File: src/rtl/rx_ring_pkg.sv
package rx_ring_pkg;

    localparam logic [15:0] FLG_EMPTY = 16'h8000;
    localparam logic [15:0] FLG_WRAP  = 16'h2000;
    localparam logic [15:0] FLG_LAST  = 16'h0800;
    localparam logic [15:0] FLG_LONG  = 16'h0020;
    localparam logic [15:0] FLG_TRUNC = 16'h0001;

    localparam int DESC_BYTES = 8;

    typedef enum logic [3:0] {
        ST_IDLE,
        ST_CHK_RD,
        ST_CHK_EV,
        ST_RD_FLG,
        ST_RD_PTR,
        ST_GET_PTR,
        ST_DATA,
        ST_WBACK,
        ST_DRAIN,
        ST_EV_RD,
        ST_EV_CHK
    } rx_state_e;

    typedef enum logic [2:0] {
        RA_CTRL  = 3'd0,
        RA_ACT   = 3'd1,
        RA_RING  = 3'd2,
        RA_BUFSZ = 3'd3,
        RA_RCTL  = 3'd4
    } reg_addr_e;

endpackage

File: src/rtl/rx_ring_regs.sv
module rx_ring_regs
    import rx_ring_pkg::*;
#(
    parameter int AW = 32
) (
    input  logic          clk,
    input  logic          rst_n,
    input  logic          reg_wr,
    input  logic [2:0]    reg_addr,
    input  logic [31:0]   reg_wdata,
    output logic [31:0]   reg_rdata,
    input  logic          rx_active,
    output logic          en,
    output logic          en_clr,
    output logic          act_req,
    output logic [AW-1:0] ring_start,
    output logic          ring_load,
    output logic [AW-1:0] ring_new,
    output logic [15:0]   bufsz,
    output logic [15:0]   len_limit
);

    localparam logic [15:0] BUFSZ_MASK  = 16'h07F0;
    localparam logic [31:0] RCTL_MASK   = 32'h07FF_003F;
    localparam logic [31:0] RCTL_RESET  = 32'h05EE_0001;

    typedef struct packed {
        logic          en;
        logic [AW-1:0] ring;
        logic [15:0]   bufsz;
        logic [31:0]   rctl;
    } regs_t;

    regs_t r_d, r_q;

    always_comb begin
        r_d = r_q;
        if (reg_wr) begin
            case (reg_addr)
                RA_CTRL:  r_d.en = reg_wdata[0];
                RA_RING:  r_d.ring = {reg_wdata[AW-1:2], 2'b00};
                RA_BUFSZ: r_d.bufsz = ((reg_wdata[15:0] & BUFSZ_MASK) == 16'h0)
                                      ? BUFSZ_MASK : (reg_wdata[15:0] & BUFSZ_MASK);
                RA_RCTL:  r_d.rctl = reg_wdata & RCTL_MASK;
                default:  ;
            endcase
        end
    end

    always_ff @(posedge clk) begin
        if (!rst_n) begin
            r_q.en    <= 1'b0;
            r_q.ring  <= '0;
            r_q.bufsz <= BUFSZ_MASK;
            r_q.rctl  <= RCTL_RESET;
        end else begin
            r_q <= r_d;
        end
    end

    always_comb begin
        case (reg_addr)
            RA_CTRL:  reg_rdata = {31'b0, r_q.en};
            RA_ACT:   reg_rdata = {7'b0, rx_active, 24'b0};
            RA_RING:  reg_rdata = 32'(r_q.ring);
            RA_BUFSZ: reg_rdata = {16'b0, r_q.bufsz};
            RA_RCTL:  reg_rdata = r_q.rctl;
            default:  reg_rdata = 32'h0;
        endcase
    end

    assign en         = r_q.en;
    assign en_clr     = reg_wr && (reg_addr == RA_CTRL) && !reg_wdata[0];
    assign act_req    = reg_wr && (reg_addr == RA_ACT);
    assign ring_start = r_q.ring;
    assign ring_load  = reg_wr && (reg_addr == RA_RING);
    assign ring_new   = {reg_wdata[AW-1:2], 2'b00};
    assign bufsz      = r_q.bufsz;
    assign len_limit  = r_q.rctl[31:16];

endmodule

File: src/rtl/rx_ring_fsm.sv
module rx_ring_fsm
    import rx_ring_pkg::*;
#(
    parameter int AW        = 32,
    parameter int MAX_FRAME = 2032
) (
    input  logic          clk,
    input  logic          rst_n,
    input  logic          en,
    input  logic          en_clr,
    input  logic          act_req,
    input  logic [AW-1:0] ring_start,
    input  logic          ring_load,
    input  logic [AW-1:0] ring_new,
    input  logic [15:0]   bufsz,
    input  logic [15:0]   len_limit,
    input  logic [7:0]    s_tdata,
    input  logic          s_tvalid,
    input  logic          s_tlast,
    input  logic [15:0]   s_tuser,
    output logic          s_tready,
    output logic          mem_req,
    output logic          mem_we,
    output logic [AW-1:0] mem_addr,
    output logic [3:0]    mem_wstrb,
    output logic [31:0]   mem_wdata,
    input  logic [31:0]   mem_rdata,
    output logic          ev_frame,
    output logic          ev_buf,
    output logic          active
);

    localparam logic [15:0]   MAXF_L = 16'(MAX_FRAME);
    localparam logic [AW-1:0] STEP   = AW'(DESC_BYTES);

    typedef struct packed {
        rx_state_e     st;
        logic          act;
        logic [AW-1:0] cur;
        logic [AW-1:0] walk;
        logic [AW-1:0] ptr;
        logic [15:0]   tot;
        logic [15:0]   rem;
        logic [15:0]   left;
        logic [15:0]   cnt;
        logic [15:0]   flg;
        logic [15:0]   err;
        logic          trunc;
    } fsm_t;

    fsm_t s_d, s_q;

    logic [15:0]   flg_new;
    logic [15:0]   err_new;
    logic [AW-1:0] byte_addr;
    logic          over_max;

    always_comb begin
        s_d       = s_q;
        s_tready  = 1'b0;
        mem_req   = 1'b0;
        mem_we    = 1'b0;
        mem_addr  = s_q.cur;
        mem_wstrb = 4'h0;
        mem_wdata = 32'h0;
        ev_frame  = 1'b0;
        ev_buf    = 1'b0;
        over_max  = s_tuser > MAXF_L;
        err_new   = (over_max ? (FLG_TRUNC | FLG_LONG) : 16'h0)
                  | ((s_tuser > len_limit) ? FLG_LONG : 16'h0);
        byte_addr = s_q.ptr + AW'(s_q.cnt);
        flg_new   = (s_q.flg & ~FLG_EMPTY)
                  | ((s_q.rem == 16'h0) ? (FLG_LAST | s_q.err) : 16'h0);

        if (ring_load && s_q.st == ST_IDLE) begin
            s_d.cur = ring_new;
        end

        case (s_q.st)
            ST_IDLE: begin
                if (act_req && en && !s_q.act) begin
                    s_d.st = ST_EV_RD;
                end else if (s_q.act && s_tvalid) begin
                    s_d.tot   = over_max ? MAXF_L : s_tuser;
                    s_d.rem   = over_max ? MAXF_L : s_tuser;
                    s_d.trunc = over_max;
                    s_d.err   = err_new;
                    s_d.walk  = s_q.cur;
                    s_d.st    = ST_CHK_RD;
                end
            end
            ST_CHK_RD: begin
                mem_req  = 1'b1;
                mem_addr = s_q.walk;
                s_d.st   = ST_CHK_EV;
            end
            ST_CHK_EV: begin
                if (!mem_rdata[31]) begin
                    s_d.st = ST_IDLE;
                end else if (s_q.rem <= bufsz) begin
                    s_d.rem = s_q.tot;
                    s_d.st  = ST_RD_FLG;
                end else begin
                    s_d.rem  = s_q.rem - bufsz;
                    s_d.walk = mem_rdata[29] ? ring_start : s_q.walk + STEP;
                    s_d.st   = ST_CHK_RD;
                end
            end
            ST_RD_FLG: begin
                mem_req  = 1'b1;
                s_d.left = (s_q.rem < bufsz) ? s_q.rem : bufsz;
                s_d.st   = ST_RD_PTR;
            end
            ST_RD_PTR: begin
                s_d.flg  = mem_rdata[31:16];
                mem_req  = 1'b1;
                mem_addr = s_q.cur + AW'(4);
                s_d.st   = ST_GET_PTR;
            end
            ST_GET_PTR: begin
                s_d.ptr = mem_rdata[AW-1:0];
                s_d.cnt = 16'h0;
                s_d.st  = ST_DATA;
            end
            ST_DATA: begin
                s_tready = 1'b1;
                if (s_tvalid) begin
                    mem_req   = 1'b1;
                    mem_we    = 1'b1;
                    mem_addr  = byte_addr;
                    mem_wstrb = 4'b1000 >> byte_addr[1:0];
                    mem_wdata = {4{s_tdata}};
                    s_d.cnt   = s_q.cnt + 16'h1;
                    s_d.rem   = s_q.rem - 16'h1;
                    if (s_q.cnt == s_q.left - 16'h1) begin
                        s_d.st = ST_WBACK;
                    end
                end
            end
            ST_WBACK: begin
                mem_req   = 1'b1;
                mem_we    = 1'b1;
                mem_wstrb = 4'hF;
                mem_wdata = {flg_new, s_q.cnt};
                ev_frame  = (s_q.rem == 16'h0);
                ev_buf    = (s_q.rem != 16'h0);
                s_d.cur   = ((s_q.flg & FLG_WRAP) != 16'h0) ? ring_start : s_q.cur + STEP;
                if (s_q.rem != 16'h0) begin
                    s_d.st = ST_RD_FLG;
                end else if (s_q.trunc) begin
                    s_d.st = ST_DRAIN;
                end else begin
                    s_d.st = ST_EV_RD;
                end
            end
            ST_DRAIN: begin
                s_tready = 1'b1;
                if (s_tvalid && s_tlast) begin
                    s_d.st = ST_EV_RD;
                end
            end
            ST_EV_RD: begin
                mem_req = 1'b1;
                s_d.st  = ST_EV_CHK;
            end
            ST_EV_CHK: begin
                s_d.act = en && mem_rdata[31];
                s_d.st  = ST_IDLE;
            end
            default: s_d.st = ST_IDLE;
        endcase

        if (en_clr) begin
            s_d.act = 1'b0;
        end
    end

    always_ff @(posedge clk) begin
        if (!rst_n) begin
            s_q       <= '0;
            s_q.st    <= ST_IDLE;
        end else begin
            s_q <= s_d;
        end
    end

    assign active = s_q.act;

endmodule

File: src/rtl/rx_ring_engine.sv
module rx_ring_engine
    import rx_ring_pkg::*;
#(
    parameter int AW        = 32,
    parameter int MAX_FRAME = 2032
) (
    input  logic          clk,
    input  logic          rst_n,
    input  logic          reg_wr,
    input  logic [2:0]    reg_addr,
    input  logic [31:0]   reg_wdata,
    output logic [31:0]   reg_rdata,
    input  logic [7:0]    s_tdata,
    input  logic          s_tvalid,
    input  logic          s_tlast,
    input  logic [15:0]   s_tuser,
    output logic          s_tready,
    output logic          mem_req,
    output logic          mem_we,
    output logic [AW-1:0] mem_addr,
    output logic [3:0]    mem_wstrb,
    output logic [31:0]   mem_wdata,
    input  logic [31:0]   mem_rdata,
    output logic          ev_frame,
    output logic          ev_buf,
    output logic          rx_active
);

    logic          en_w;
    logic          en_clr_w;
    logic          act_req_w;
    logic [AW-1:0] ring_start_w;
    logic          ring_load_w;
    logic [AW-1:0] ring_new_w;
    logic [15:0]   bufsz_w;
    logic [15:0]   limit_w;

    rx_ring_regs #(.AW(AW)) u_regs (
        .clk        (clk),
        .rst_n      (rst_n),
        .reg_wr     (reg_wr),
        .reg_addr   (reg_addr),
        .reg_wdata  (reg_wdata),
        .reg_rdata  (reg_rdata),
        .rx_active  (rx_active),
        .en         (en_w),
        .en_clr     (en_clr_w),
        .act_req    (act_req_w),
        .ring_start (ring_start_w),
        .ring_load  (ring_load_w),
        .ring_new   (ring_new_w),
        .bufsz      (bufsz_w),
        .len_limit  (limit_w)
    );

    rx_ring_fsm #(.AW(AW), .MAX_FRAME(MAX_FRAME)) u_fsm (
        .clk        (clk),
        .rst_n      (rst_n),
        .en         (en_w),
        .en_clr     (en_clr_w),
        .act_req    (act_req_w),
        .ring_start (ring_start_w),
        .ring_load  (ring_load_w),
        .ring_new   (ring_new_w),
        .bufsz      (bufsz_w),
        .len_limit  (limit_w),
        .s_tdata    (s_tdata),
        .s_tvalid   (s_tvalid),
        .s_tlast    (s_tlast),
        .s_tuser    (s_tuser),
        .s_tready   (s_tready),
        .mem_req    (mem_req),
        .mem_we     (mem_we),
        .mem_addr   (mem_addr),
        .mem_wstrb  (mem_wstrb),
        .mem_wdata  (mem_wdata),
        .mem_rdata  (mem_rdata),
        .ev_frame   (ev_frame),
        .ev_buf     (ev_buf),
        .active     (rx_active)
    );

endmodule

File: config.mk
export PLATFORM = sky130hd
export DESIGN_NAME = rx_ring_engine
export DESIGN_NICKNAME = d
export VERILOG_FILES = /design/src/rtl/rx_ring_pkg.sv /design/src/rtl/rx_ring_regs.sv /design/src/rtl/rx_ring_fsm.sv /design/src/rtl/rx_ring_engine.sv
export SDC_FILE = /design/constraint.sdc
export NUM_CORES = 1
export LEC_CHECK = 0
export BUFFER_PORTS_ARGS = -buffer_cell sky130_fd_sc_hd__buf_4
export CAP_MARGIN = 20
export CELL_PAD_IN_SITES_DETAIL_PLACEMENT = 1
export CELL_PAD_IN_SITES_GLOBAL_PLACEMENT = 1
export CORE_MARGIN = 2
export CORE_UTILIZATION = 43
export DETAILED_ROUTE_END_ITERATION = 10
export PLACE_DENSITY_LB_ADDON = 0.1
export SYNTH_ARGS = -nofsm -noshare
export SYNTH_HDL_FRONTEND = slang
export SYNTH_SLANG_ARGS = --single-unit
File: constraint.sdc
create_clock -name clk -period 4.3 [get_ports clk]
set_clock_uncertainty 0.2 [all_clocks]
set_input_delay 0.43 -clock clk [delete_from_list [all_inputs] [get_ports clk]]
set_output_delay 0.43 -clock clk [all_outputs]
set_load 0.01 [all_outputs]
* Word level (Yosys, flattened, before mapping)
Index checks and enable logic that the tools add are counted.
** Storage, ports and cells
- Bits in registers :: 261
- Input bits :: 96
- Output and inout bits :: 106
** Operators by class
- $add $sub $neg :: 8
- Order comparisons :: 4
- Equal/unequal tests :: 23
- Shift operators :: 1
- Muxes and demuxes :: 46
- Bitwise gates (word level) :: 4
- Reduce and logical (&&, ||, !) cells :: 33
** Operator list (number)
- 32-bit 2-to-1 mux :: 10
- 32-bit case mux with 5 select lines :: 1
- 16-bit 2-to-1 mux :: 9
- 32-bit case mux with 2 select lines :: 2
- 32-bit case mux with 3 select lines :: 1
- 32-bit by 4-bit adder with 32-bit output (second input constant) :: 2
- 16-bit case mux with 3 select lines :: 1
- 4-bit case mux with 10 select lines :: 1
- 32-bit by 16-bit adder with 32-bit output :: 1
- 32-bit by 3-bit adder with 32-bit output (second input constant) :: 1
- 16-bit zero test :: 2
- 16-bit case mux with 2 select lines :: 1
- 16-bit by 1-bit subtractor with 16-bit output (second input constant) :: 2
- 4-bit 2-to-1 mux :: 7
- 16-bit by 1-bit adder with 16-bit output (second input constant) :: 1
- 16-bit == test :: 1
- 4-bit by 3-bit == test with 1-bit output (second input constant) :: 4
- 16-bit by 11-bit greater-than comparator with 1-bit output :: 1
- 16-bit by 11-bit greater-than comparator with 1-bit output (second input constant) :: 1
- 16-bit <= comparator :: 1
- 16-bit less-than comparator :: 1
- 15-bit by 16-bit OR with 16-bit output :: 1
- 16-bit OR :: 1
- 16-bit nonzero test :: 1
- other kinds (30) :: 65

* Depth between registers and ports, before layout
- Depth in word-level cells :: 6
- Depth in mapped cells :: 13
- Gate-level depth less buffers :: 10

* Modules after synthesis
A second synthesis with hierarchy kept.
** Unflattened totals
- Cells, all modules :: 2354
- Area, all modules :: 17230.3 um^2
** Modules (own cells, without submodules)
- rx_ring_fsm :: instances 1, cells each 1955, area an instance 14023.4 um^2, seq. area each 3643.5 um^2
- rx_ring_regs :: instances 1, cells each 399, area an instance 3206.8 um^2, seq. area each 1101.1 um^2

* Least setup slack after synthesis
No wires, ideal clock.
- Path type :: reg2out
- From :: register u_fsm.s_q[33] (netlist name)
- To :: output mem_addr[28]
- Arrival :: 2.491 ns
- Required time :: 3.670 ns
- Path slack :: 1.179 ns
- Stages on the path, launching flop included :: 10
- Path through :: dfxtp_1 -> ha_1 -> fa_1 -> a211oi_1 -> o21bai_1 -> a21oi_1 -> and3_1 -> o31ai_1 -> clkbuf_1 -> o311ai_0
** On the way
- Longest elaborated chain between the ends :: 3
** Ends and longest elaborated chain
- start: declaration :: line rx_ring_fsm.sv:51 : fsm_t s_d, s_q;
- 32-bit by 16-bit adder with 32-bit output :: line rx_ring_fsm.sv:71 : byte_addr = s_q.ptr + AW'(s_q.cnt);
- 32-bit 2-to-1 mux :: line rx_ring_fsm.sv:127 : if (s_tvalid) begin
- 32-bit case mux with 3 select lines :: line rx_ring_fsm.sv:79 : case (s_q.st)
- end: declaration :: line rx_ring_engine.sv:20 : output logic [AW-1:0] mem_addr,
No other way between the ends.

* Final worst setup path
- From :: register u_fsm.s_q[164] (netlist name)
- To :: output mem_addr[24]
** On the way
- Longest elaborated chain between the ends :: 2
** Ends and longest elaborated chain
- 32-bit by 3-bit adder with 32-bit output :: line rx_ring_fsm.sv:117 : mem_addr = s_q.cur + AW'(4);
- 32-bit case mux with 3 select lines :: line rx_ring_fsm.sv:79
No other way between the ends.

==> results by group <==
Drt
  – Detail Route Antenna Nets: 0
  – Vias per cell: 6.353
  – DR iter-0 viols: 1679
  – Wire per inst: 24.06 um
  – Total number of vias: 18390
  – Drt pass-1 iters: 5
  – # DRC: 0
  – Post-Route WL: 69.63 mm

Setup path
  – Crit path required time: 3670 ps
  – Worst Path Class, Setup: register to primary output
  – Kind of end point of the critical path: primary output
  – Critical path peak fanout: 8
  – CP startpoint kind: register
  – Data arrival, critical path: 3550 ps
  – R2R depth: 11

Floorplan
  – Die ar.: 38260 um2
  – Die X-Extent: 195.6 um
  – IO Count: 202
  – Cell Rows: 70
  – Die Ht: 195.6 um
  – Starting Density: 0.4343
  – Core area: 36350 um2

Clock tree
  – Sink Count: 234
  – Worst skew pair latency: 580 ps
  – CTS buffer count: 30
  – CTS tree: yes
  – Clock tree buffer depth: 3
  – Clk slew on worst S/H paths: 60 ps
  – Clock Root Buffer: clkbuf_16
  – # H-tree levels: 1

Yosys
  – Synth Warn #: 0
  – Synth unique cells: 84
  – Synth area leaders: dfxtp_1, nand2_1, a21oi_1
  – Async set-reset flop share out of synthesis: 0
  – Syn_nets: 2371
  – Post-synth top area share: 0.2967
  – Most used flip-flop cell after synthesis: dfxtp_1
  – Avg Cell Area, Syn: 7.070 um2
  – Sequential-to-total area share from yosys stat: 0.2967
  – Netlist Area Pre-Place: 15790 um2
  – Yosys top cell by area: dfxtp_1
  – Post-synth EDFFs: 0
  – Synth Instances: 2233
  – Yosys reg bits: 234

STA
  – Worst slew pin tran: 1100 ps
  – Hold_ws: 18.81 ps
  – Final worst slack: 122.8 ps
  – TNS Setup: 0 ps
  – Final setup violation count: 0
  – Period utilisation layout: 0.9715
  – Min Clock Period, post-route: 4177 ps
  – Setup repair after global routing missed its margin: no
  – Slew HR: 0.2567
  – Fmax: 0.2394 GHz
  – Final hold vios: 0
  – Max Transition Viols Final: 0

Global routing
  – Met3 Track Usage GR: 0.04128
  – Initial antenna violation count: 1
  – Vias in the first global route: 18260
  – First-pass GRT wire length: 108.1 mm
  – Met1 Usage GRT: 0.4953
  – Gr usage total: 0.3572
  – GR peak layer: met2
  – M2 GR Usage: 0.5761
  – Largest net degree at the start of global routing: 92
  – Global route total overflow: 0

Placed design
  – Cells after DPL: 2769
  – Place WS: 593.0 ps
  – Placed instance area: 17600 um2
  – Port Buffer Count: 201
  – Final GP Congestion: 0.9647
  – Dpl hpwl: 50.31 mm

Power and ir drop
  – Final Power: 5.216 mW
  – Pwr dens: 270.1 nW/um2
  – Peak supply drop: 0.0003279 V
  – Leak: 7.358 nW

Min path
  – Hold Path Class: input port to register
  – Hold Path Stages: 3

Finish
  – Most frequent cells in the layout: nand2_1, buf_4, dfxtp_1
  – Synthesis-to-finish area growth: 22.34%
  – Diode count: 0
  – Final Util: 0.5314
  – Layout cells sized above 1: 0.1414
  – Commonest non-fill, non-tap cell in the layout: nand2_1
  – NumNets Final: 2541
  – Design area: 19310 um2
  – Fin cells: 2894

Run
  – Max-cap violations: 0

Run status
  – Status: completed
## synth_stat cells, types with 6 or more instances
cell type and count:
clkbuf_1 162, o22ai_1 19, a21o_1 13, or4_1 6
and4_1 10, or3_1 16, and2_1 18, nor2b_1 21
a222oi_1 6, xor2_1 44, nand3_1 78, o221ai_1 8
nor4_1 20, nor2_1 179, mux2i_1 30, buf_1 11
o211ai_1 43, dfxtp_1 234, a221oi_1 11, nand2_1 441
o21a_1 11, a21oi_1 230, nor3_1 44, nor3b_1 9
nand2b_1 18, o21ai_0 111, or2_2 6, a211oi_1 40
buf_2 7, and3_1 40, o31ai_1 13, a22oi_1 20
inv_1 47, nand3b_1 8, a31oi_1 22, nand4_1 27
ha_1 40, a32oi_1 7, a311oi_1 30, xnor2_1 48
## sequential cells by signal (all words and copies together) (netlist names)
| signal | flops |
|---|---|
| u_fsm.active | 1 |
| u_fsm.s_q | 178 |
| u_regs.bufsz | 7 |
| u_regs.en | 1 |
| u_regs.len_limit | 11 |
| u_regs.r_q | 6 |
| u_regs.ring_start | 30 |
## path summary, 6_finish.rpt
path,startpoint,end,slack [ps]
worst max-delay path,u_fsm.s_q[164]$_SDFFE_PN0P_,mem_addr[24],120
worst min-delay path,reg_wr,u_fsm.active$_SDFFE_PP0N_,20
worst max register to register,u_fsm.s_q[69]$_SDFFE_PN0P_,u_fsm.s_q[131]$_SDFFE_PN0P_,640
worst min register to register,u_fsm.s_q[28]$_SDFFE_PN0P_,u_fsm.s_q[28]$_SDFFE_PN0P_,260
## routing by layer
metal	share of wire	wire, um
met5	0.00019	13
met4	0.034	2368
met3	0.080	5581
met2	0.45	31190
met1	0.44	30470
## final cells by class
cell class / instances / area [um2]
Sequential cell: 234 / 4686
Multi-Input combinational cell: 1766 / 10250
Tap cell: 468 / 585.6
Inverter: 48 / 185.2
Clock buffer: 41 / 843.3
Timing Repair Buffer: 323 / 2609
Fill cell: 4596 / 17030
Clock inverter: 14 / 151.4
## kinds of logic after synthesis
| kind of cell | share of synthesized area |
|---|---|
| xor gates and xnor gates | 0.05104 |
| muxes | 0.02259 |
| and+or+nand+nor | 0.2818 |
| adders and majority gates | 0.03424 |
| AOI/OAI and AO/OA | 0.2563 |
| DFF | 0.2967 |
| buffers and inverters | 0.05730 |
## report_power, final
part           switching (mW)  leakage (nW)  internal, mW
clock                    1.05         0.494          1.54
combinational           0.220          4.98         0.173
sequential             0.0368          1.89          2.19
## timing repair
| item | in CTS | in global routing |
|---|---|---|
| pin swaps | 0 | 1 |
| setup buffers | 0 | 0 |
| hold buffers | 68 | 0 |
| hold endpoints to repair | 119 | 0 |
| resized for setup | 1 | 5 |
| setup endpoints to repair | 1 | 6 |
| cloned | 0 | 0 |
## critical path, cell delays in order, from the launching register on
cell and delay [ps]:
dfxtp_1 520, ha_1 280, and3_1 190, nand3_1 250
nor4_2 430, nor2b_1 350, o21ai_0 270, a21oi_1 330
nand3_1 160, buf_4 180
No activity file was read; power rests on OpenSTA's default activity.
